==> src/rtl/mag_cmp_pkg.sv <==
package mag_cmp_pkg;

   // Three-way verdict; one-hot when meaningful
   typedef struct packed {
      logic lt;
      logic eq;
      logic gt;
   } cmp_res_t;

   localparam cmp_res_t RES_EQUAL = '{lt: 1'b0, eq: 1'b1, gt: 1'b0};

endpackage

==> src/rtl/mag_cmp_scan.sv <==
// Local comparison of one slice, resolved from the top bit downward.
module mag_cmp_scan
   import mag_cmp_pkg::*;
#(
   parameter int W = 4
) (
   input  logic [W-1:0] a_i,
   input  logic [W-1:0] b_i,
   output cmp_res_t     res_o
);

   // prefix chain: index k covers bits W-1 down to k
   logic [W:0] same_q;
   logic [W:0] above_q;

   assign same_q[W]  = 1'b1;
   assign above_q[W] = 1'b0;

   for (genvar i = W - 1; i >= 0; i--) begin : g_bit
      assign same_q[i]  = same_q[i+1] & ~(a_i[i] ^ b_i[i]);
      assign above_q[i] = above_q[i+1] | (same_q[i+1] & a_i[i] & ~b_i[i]);
   end

   assign res_o.eq = same_q[0];
   assign res_o.gt = above_q[0];
   assign res_o.lt = ~same_q[0] & ~above_q[0];

endmodule

==> src/rtl/mag_cmp_merge.sv <==
// Folds a lower-order verdict under the local verdict.
module mag_cmp_merge
   import mag_cmp_pkg::*;
(
   input  cmp_res_t local_i,
   input  cmp_res_t lower_i,
   output cmp_res_t res_o
);

   assign res_o.gt = local_i.gt | (local_i.eq & lower_i.gt);
   assign res_o.lt = local_i.lt | (local_i.eq & lower_i.lt);
   assign res_o.eq = local_i.eq & lower_i.eq;

endmodule

==> src/rtl/mag_cmp_slice.sv <==
module mag_cmp_slice
   import mag_cmp_pkg::*;
#(
   parameter int W = 4
) (
   input  logic [W-1:0] a_i,
   input  logic [W-1:0] b_i,
   input  cmp_res_t     casc_i,
   output cmp_res_t     casc_o
);

   cmp_res_t local_res;

   mag_cmp_scan #(.W(W)) scan_i (
      .a_i  (a_i),
      .b_i  (b_i),
      .res_o(local_res)
   );

   mag_cmp_merge merge_i (
      .local_i(local_res),
      .lower_i(casc_i),
      .res_o  (casc_o)
   );

endmodule

==> src/rtl/mag_cmp_chain.sv <==
module mag_cmp_chain
   import mag_cmp_pkg::*;
#(
   parameter int SLICE_W    = 4,
   parameter int NUM_SLICES = 3,
   localparam int DATA_W    = SLICE_W * NUM_SLICES
) (
   input  logic [DATA_W-1:0] a_i,
   input  logic [DATA_W-1:0] b_i,
   input  logic              casc_lt_i,
   input  logic              casc_eq_i,
   input  logic              casc_gt_i,
   output logic              lt_o,
   output logic              eq_o,
   output logic              gt_o
);

   if (SLICE_W < 1) begin : g_bad_slice_w
      $error("mag_cmp_chain: SLICE_W must be at least 1");
   end
   if (NUM_SLICES < 1) begin : g_bad_num_slices
      $error("mag_cmp_chain: NUM_SLICES must be at least 1");
   end

   // link[0] enters the least significant slice
   cmp_res_t link [NUM_SLICES+1];

   assign link[0] = '{lt: casc_lt_i, eq: casc_eq_i, gt: casc_gt_i};

   for (genvar s = 0; s < NUM_SLICES; s++) begin : g_slice
      mag_cmp_slice #(.W(SLICE_W)) slice_i (
         .a_i   (a_i[s*SLICE_W +: SLICE_W]),
         .b_i   (b_i[s*SLICE_W +: SLICE_W]),
         .casc_i(link[s]),
         .casc_o(link[s+1])
      );
   end

   assign lt_o = link[NUM_SLICES].lt;
   assign eq_o = link[NUM_SLICES].eq;
   assign gt_o = link[NUM_SLICES].gt;

endmodule

==> config.mk <==
export PLATFORM = sky130hd
export DESIGN_NAME = mag_cmp_chain
export DESIGN_NICKNAME = d
export VERILOG_FILES = /design/src/rtl/mag_cmp_pkg.sv /design/src/rtl/mag_cmp_scan.sv /design/src/rtl/mag_cmp_merge.sv /design/src/rtl/mag_cmp_slice.sv /design/src/rtl/mag_cmp_chain.sv
export SDC_FILE = /design/constraint.sdc
export NUM_CORES = 1
export LEC_CHECK = 0
export ABC_AREA = 1
export BUFFER_PORTS_ARGS = -buffer_cell sky130_fd_sc_hd__buf_2
export CORE_AREA = 8 8 45 47
export DETAILED_ROUTE_END_ITERATION = 8
export DIE_AREA = 0 0 53 55
export MAX_ROUTING_LAYER = met4
export PLACE_DENSITY = 0.67
export SLEW_MARGIN = 20
export SYNTH_ARGS = -nofsm -noshare
export SYNTH_HDL_FRONTEND = slang
export SYNTH_SLANG_ARGS = --single-unit
==> constraint.sdc <==
create_clock -name vclk -period 1.2
set_clock_uncertainty 0.1 [all_clocks]
set_input_delay 0.06 -clock vclk [all_inputs]
set_output_delay 0.06 -clock vclk [all_outputs]
set_load 0.03 [all_outputs]
# Yosys cells after proc, flatten, opt, wreduce, memory -nomap -nowiden
# Index checks and enable logic that the tools add are counted.
word_totals:
  register_bits: 0
  latchBits: 0
  mem_bits_rw: 0
  mem_bits_ro: 0
  in_bits: 27
  output_inout_bits: 3
  word_cells: 99
  n_memories: 0
classes:
  addsub: 0
  n_mul: 0
  div_mod_pow: 0
  order_cmp: 0
  n_eq_ne: 0
  shift: 0
  n_mux: 0
  bitwise_logic: 99
  reduce_logical: 0
ops:
  columns: ["op", "count"]
  rows:
  - ["$and 1x1->1", 42]
  - ["$not 1->1", 30]
  - ["$or 1x1->1", 15]
  - ["$xor 1x1->1", 12]

# Longest topological paths before layout
# Gate-level depths: netlist (run 1).
depth:
  depth_word: 14
  mapped_depth: 9
  depth_no_buf: 9

# Modules after synthesis
# From an unflattened synthesis (run 1), not the netlist that was laid out.
hier_totals:
  cells_unflattened: 126
  hier_area_um2: 544.3
by_module_without_submodules:
  columns: ["module", "n_inst", "cells_per_inst", "area_per_inst_um2", "seq_area_each_um2"]
  rows:
  - ["mag_cmp_scan", 3, 34, 151.4, 0.0]
  - ["mag_cmp_merge", 3, 8, 30.0, 0.0]

# Least setup slack after synthesis (run 1)
# No wires, ideal clock.
synth_timing:
  kind: "input to output"
  startpoint: "input b_i[3]"
  endpoint: "output gt_o"
  arrival_time_ns: 1.263
  t_required_ns: 1.040
  path_slack_ns: -0.223
  stages: 8
  path_cell_list: "inv_1 > ha_1 > nand2_4 > nor2_8 > nand3_1 > nand3_1 > nand2_1 > a21oi_1"
synth_between:
  elab_chain_cells: 12
synth_lines:
  columns: ["item", "line_no", "source"]
  rows:
  - ["from (decl)", "mag_cmp_chain.sv:9", "input logic [DATA_W-1:0] b_i,"]
  - ["$xor 1x1->1", "mag_cmp_scan.sv:20", "assign same_q[i] = same_q[i+1] & ~(a_i[i] ^ b_i[i]);"]
  - ["$not 1->1", "mag_cmp_scan.sv:20", null]
  - ["$and 1x1->1 (on tied branches) (2 in series)", "mag_cmp_scan.sv:21, mag_cmp_scan.sv:20", null]
  - ["$or 1x1->1 / $and 1x1->1 (equally long branches) (2 in series)", "mag_cmp_scan.sv:21", "assign above_q[i] = above_q[i+1] | (same_q[i+1] & a_i[i] & ~b_i[i]);"]
  - ["$or 1x1->1", "mag_cmp_scan.sv:21", null]
  - ["$or 1x1->1 *", "mag_cmp_merge.sv:10", "assign res_o.gt = local_i.gt | (local_i.eq & lower_i.gt);"]
  - ["$and 1x1->1 *", "mag_cmp_merge.sv:10", null]
  - ["$or 1x1->1 *", "mag_cmp_merge.sv:10", null]
  - ["$and 1x1->1 *", "mag_cmp_merge.sv:10", null]
  - ["$or 1x1->1 *", "mag_cmp_merge.sv:10", null]
  - ["to (decl)", "mag_cmp_chain.sv:15", "output logic gt_o"]
# Every way passes the cells marked *; elsewhere a longest branch is shown, timed or not.

# Worst setup path after layout (run 1)
layout_timing:
  startpoint: "input b_i[11]"
  endpoint: "output eq_o"
layout_between:
  elab_chain_cells: 6
layout_lines:
  columns: ["item", "line_no", "source"]
  rows:
  - ["$xor 1x1->1", "mag_cmp_scan.sv:20", null]
  - ["$not 1->1", "mag_cmp_scan.sv:20", null]
  - ["$and 1x1->1 (3 in series)", "mag_cmp_scan.sv:20", null]
  - ["$and 1x1->1", "mag_cmp_merge.sv:12", "assign res_o.eq = local_i.eq & lower_i.eq;"]
  - ["to (decl)", "mag_cmp_chain.sv:14", "output logic eq_o,"]
# No other way between the ends.

==> results of run 1 <==
## power by group through the flow
stage | combinational [mW] | sequential [mW] | clock [mW]
after global routing | 0.369 | 0 | 0
after floorplan | 0.196 | 0 | 0
final | 0.337 | 0 | 0
after CTS | 0.341 | 0 | 0
after global placement | 0.290 | 0 | 0
after detailed placement | 0.296 | 0 | 0
## synthesized netlist by cell type (all sizes together)
master,count
ha,3
a21oi,2
nand2,22
a31o,1
nor3b,2
xnor2,3
o21bai,1
o211ai,1
nand4,3
nor2,12
inv,22
nand3,9
o21ai,1
## routing by layer
metal  up-vias  global-route usage [%]  share of wire (%)  wire length, µm
li1        316                       -                  -                -
met1       244                    9.35                 40              489
met2        16                    17.4                 55              668
met3         0                    1.07                5.0               61
met4         0                       0                  0                0
met5         -                       -                  0                0
## worst min-delay path, cell delays in order
cell and delay (ns):
buf_2 0.09, nand4_1 0.13, nor3b_4 0.06, buf_6 0.13
## area by class of cell
class	count	area, µm²
timing repair buffer	32	225
inverter	22	97.6
tap	16	20.0
fill	144	571
multi-input combinational	60	470
## placed cells by master (no fill, tap or decap), drive strengths merged, types with 2 or more instances in the layout
cell and n:
buf 32, nand2 22, inv 22, nor2 12
nand3 9, nand4 3, ha 3, xnor2 3
nor3b 2, a21oi 2
## path summary, 6_finish.rpt
path               end       from  cells past startpoint  slack, ns
hold / removal    eq_o  casc_eq_i                      4       0.43
setup / recovery  eq_o    b_i[11]                      9      -0.14
## cells by family after synthesis
logic type / after synthesis / share of synthesized area [%]
and+or+nand+nor: 48 / 56.7
buffers and inverters: 22 / 18.1
AOI/OAI and AO/OA: 6 / 9.59
xor gates and xnor gates: 3 / 7.40
adders and majority gates: 3 / 8.22
## timing repair
item	CTS	global route
pin swaps	16	0
endpoints found under the setup margin	3	3
endpoints found under the hold margin	0	0
resized for setup	24	0
hold buffers	0	0
==> summary.md, run 1 <==
| Metric | Value |
|---|---|
| Pleak | between 0.4 and 0.5 nW |
| Sw Pwr | 172 µW |
| Total routed wirelength | 1220 µm |
| Wire per inst | around 9.4 µm |
| DR pass1 iterations | 3 |
| RSZ-0062 raised after global routing | yes |
| HP Class | input port to output pin |
| Placed cell count | 130 |
| Die Wd | about 53 µm |
| Final Hold Fails | 0 |
| Relative slew slack | 83.0% |
| Die Y | 55 µm |
| Power Density | 415 nW/µm² |
| # diodes | 0 |
| Crit path max fanout | 2 |
| Clkbuf count | 0 |
| Port Buffers | 30 |
| First-pass GRT wire length | 2040 µm |
| Core ar. | 1380 µm² |
| DPL Wire Length | 1080 µm |
| Run status | finished with violations |
| Clk pwr share | 0% |
| Cells after synthesis | 82 |
| Setup Fix Bufs, Post-CTS | 0 |
| Number of remaining DRC errors | 0 |
| Initial Util | 33.0% |
| CP endpoint kind | output pin |
| Iter 0 DRT Violations | 3 |
| Die ar. | 2920 µm² |
| Register Area | 0 µm² |
| Synth cell types | 21 |
| Max Cap Violations | 0 |
| CP most frequent cell | nor2_2 |
| Row count | 14 |
| Startpoint Class | input port |
| Routed Antenna Nets | 0 |
| Failing checks | setup timing |
| Setup ws final | -0.138 ns |
| Placed Instance Area | 723 µm² |
| Worst vdd ir | 0.000221 V |
| Share of the synthesized area in the top cell type | 15.6% |
| Post-layout util | 58.8% |
| Final worst path period share | 112% |
| Largest delay contributor family on the critical path | simple AND/OR/NAND/NOR gates |
| Final Slew Violations | 0 |
| Layout area overhead | 78.1% |
| Cell Chain, Critical Path | buf_8, inv_12, ha_4, o21ai_2, nor2_2, o211ai_2, nor2_2, nor3b_4, buf_6 |
| Layout Nets | ~150 |
| Finished Cell Area | just over 800 µm² |
| Seq/Total Area, Yosys | 0% |
| Vias/cell | ~4.4 |
| CP bufs+invs | 3 |
| Final min period | approximately 1.3 ns |
| Vias | between 500 and 600 |
| Vias in the first global route | 529 |
| Top cells by area, synth | nand2_1, inv_1, nand3_1, ha_1, nor2_1 |
| Actual slew at the worst max-slew pin | 0.253 ns |
| Final hold slack | ~0.43 ns |
| Syn Area/Cell | 5.57 µm² |
| CP required | 1.04 ns |
| Setup violators final | 3 |
| Largest net degree at the start of global routing | 6 |
| Yosys warnings | 0 |
| P_int | 165 µW |
| I/O pin cnt | 30 |
| GRT Total Usage | 8.70% |
| Layout cells sized above 1 | between 50% and 60% |
| Switching Share | ~50% |
| Post-synth net total | around 110 |
| Layout Cells excl Fill | 130 |
| Crit Path Category | input port to output pin |
| F_max | between 700 and 800 MHz |
| Worst slack, placed | -0.323 ns |
| Post-Syn Area | 457 µm² |
| Worst path max stage delay | 0.25 ns |
| Yosys top cell by area | nand2_1 |
| Reg power frac | 0% |
| Total design power | ~340 µW |
| Sum Neg Setup Slack | -0.389 ns |
| Seq Cell Count | 0 |
| Routability-driven placement congestion ratio | 0.743 |
| CP max-delay cell | ha_4 |
| Initial antenna violation count | 0 |
| Gr ovfl total | 0 |
| CP arrival | 1.18 ns |
| Comb power frac | 100.0% |
Power figures use the tool's default switching activity.
==> run 2, diff against run 1 <==
Settings changed: SKIP_LAST_GASP from default to 1.
Clock period 1.2 ns to 1.6 ns, I/O delays scaled along.
==> run 2 against run 1 <==
Against the previous run: the flow now finishes without violations; largest power group unchanged; final area down 23%; wire length down 10%; final cell count fell by 1.5%; global-route usage fell by 0.95 points; flip-flop and latch count stayed put; clock-buffer cell count unchanged; worst hold slack gained 0.038 ns; die area stayed put; critical path depth increased by 1; total power fell by 46%.
==> summary.md, run 2 (synthesis results as in run 1) <==
| Metric | Value |
|---|---|
| Run status | finished, final reports clean (was finished with violations) |
| Register Area | 0 µm² (unchanged) |
| Routability-driven placement congestion ratio | 0.798 (was 0.743) |
| Port Buffers | 30 (unchanged) |
| Post-CTS sizing | 0 (was 24) |
| First-pass GRT wire length | 1830 µm (was 2040 µm) |
| Setup violators final | 0 (was 3) |
| Largest net degree at the start of global routing | 6 (unchanged) |
| Layout Nets | 144 (was 146) |
| Clkbuf count | 0 (unchanged) |
| Vias | 554 (was 576) |
| Routed Antenna Nets | 0 (unchanged) |
| Vias in the first global route | 515 (was 529) |
| Sum Neg Setup Slack | 0 ns (was -0.389 ns) |
| Setup Fix Bufs, Post-CTS | 0 (unchanged) |
| Final Slew Violations | 0 (unchanged) |
| Relative slew slack | 84.2% (was 83.0%) |
| Largest delay contributor family on the critical path | simple AND/OR/NAND/NOR gates (unchanged) |
| Actual slew at the worst max-slew pin | 0.235 ns (was 0.253 ns) |
| I/O pin cnt | 30 (unchanged) |
| CP max-delay cell | ha_1 (was ha_4) |
| Gr ovfl total | 0 (unchanged) |
| Crit path max fanout | 3 (was 2) |
| Core ar. | 1380 µm² (unchanged) |
| Die Y | 55 µm (unchanged) |
| Power Density | 288 nW/µm² (was 415 nW/µm²) |
| Die ar. | 2920 µm² (unchanged) |
| Startpoint Class | input port (unchanged) |
| Wire per inst | 8.53 µm (was 9.37 µm) |
| # diodes | 0 (unchanged) |
| DR pass1 iterations | 2 (was 3) |
| Most frequent cells in the layout | buf_2, nand2_1, inv_1 (unchanged) |
| Most common cell after layout, fill and taps aside | buf_2 (unchanged) |
| Total routed wirelength | 1090 µm (was 1220 µm) |
| HP Class | input port to output pin (unchanged) |
| Area of the multi-input gates | 374 µm² (was 470 µm²) |
| Setup ws final | 0.155 ns (was -0.138 ns) |
| Layout area overhead | 37.3% (was 78.1%) |
| CP bufs+invs | 4 (was 3) |
| Iter 0 DRT Violations | 1 (was 3) |
| F_max | 692 MHz |
| CP endpoint kind | output pin (unchanged) |
| Vias/cell | 4.33 (was 4.43) |
| Fillers | 151 (was 144) |
| Worst path max stage delay | 0.30 ns (was 0.25 ns) |
| CP arrival | 1.27 ns (was 1.18 ns) |
| Initial antenna violation count | 0 (unchanged) |
| Row count | 14 (unchanged) |
| Hold_buf cts | 0 (unchanged) |
| Crit Path Category | input port to output pin (unchanged) |
| Worst vdd ir | 0.000116 V (was 0.000221 V) |
| Final Hold Fails | 0 (unchanged) |
| Layout cells sized above 1 | 40.2% (was 54.4%) |
| Seq Cell Count | 0 (unchanged) |
| RSZ-0062 raised after global routing | no (was yes) |
| Max Cap Violations | 0 (unchanged) |
| DPL Wire Length | 1060 µm (was 1080 µm) |
| GRT Total Usage | 7.76% (was 8.70%) |
| CP required | 1.42 ns (was 1.04 ns) |
| Final min period | 1.45 ns |
| Pleak | 0.408 nW (was 0.460 nW) |
| Cell Chain, Critical Path | buf_2, inv_1, ha_1, nand3_2, nor3b_4, inv_2, nand2_1, nand3_1, nand2_1, buf_2 (was buf_8, inv_12, ha_4, o21ai_2, nor2_2, o211ai_2, nor2_2, nor3b_4, buf_6) |
| Final worst path period share | 90.3% |
| Worst slack, placed | 0.136 ns (was -0.323 ns) |
| Number of remaining DRC errors | 0 (unchanged) |
| Die Wd | 53 µm (unchanged) |
| Initial Util | 33.0% (unchanged) |
==> run 2: cell types whose count changed in the layout (fill, tap and decap cells not counted), moves of 3 or more <==
cell / delta
nand2_1: +3
buf_2: +9
ha_1: +3
buf_6: -8
nand2_2: -3
ha_4: -3
inv_1: +3
==> run 2: final cells by class <==
cell class / count / area share, %
multi-input combinational: 60 / 59.7
timing repair buffer: 30 / 24.0
inverter: 22 / 13.2
tap: 16 / 3.19
==> run 2: worst paths after layout <==
check                 slack [ns]  cells past startpoint      start   end
worst max-delay path        0.15                     10     b_i[7]  lt_o
worst min-delay path        0.47                      4  casc_eq_i  eq_o
==> run 2: power breakdown <==
| part | leakage, nW | switching (mW) | internal (mW) | total, mW |
|---|---|---|---|---|
| sequential | 0 | 0 | 0 | 0 |
| clock | 0 | 0 | 0 | 0 |
| combinational | 0.408 | 0.102 | 0.0784 | 0.181 |
==> run 2: through the flow <==
stage	total power, mW	std cells	hold slack, ns	util, %	instance area, µm²
after floorplan	0.122	82	0.230	-	457
after global placement	0.179	128	0.474	45.3	627
after detailed placement	0.183	128	0.474	45.3	627
after CTS	0.184	128	0.474	45.3	627
after global routing	0.205	128	0.490	45.3	627
final	0.181	128	0.466	45.3	627
==> run 2: metal layers <==
layer / GRT usage (%) / vias up / routed length (µm)
met5: - / - / 0
met3: 0.535 / 0 / 57
met4: 0 / 0 / 0
li1: - / 313 / -
met2: 15.0 / 13 / 585
met1: 8.93 / 228 / 449
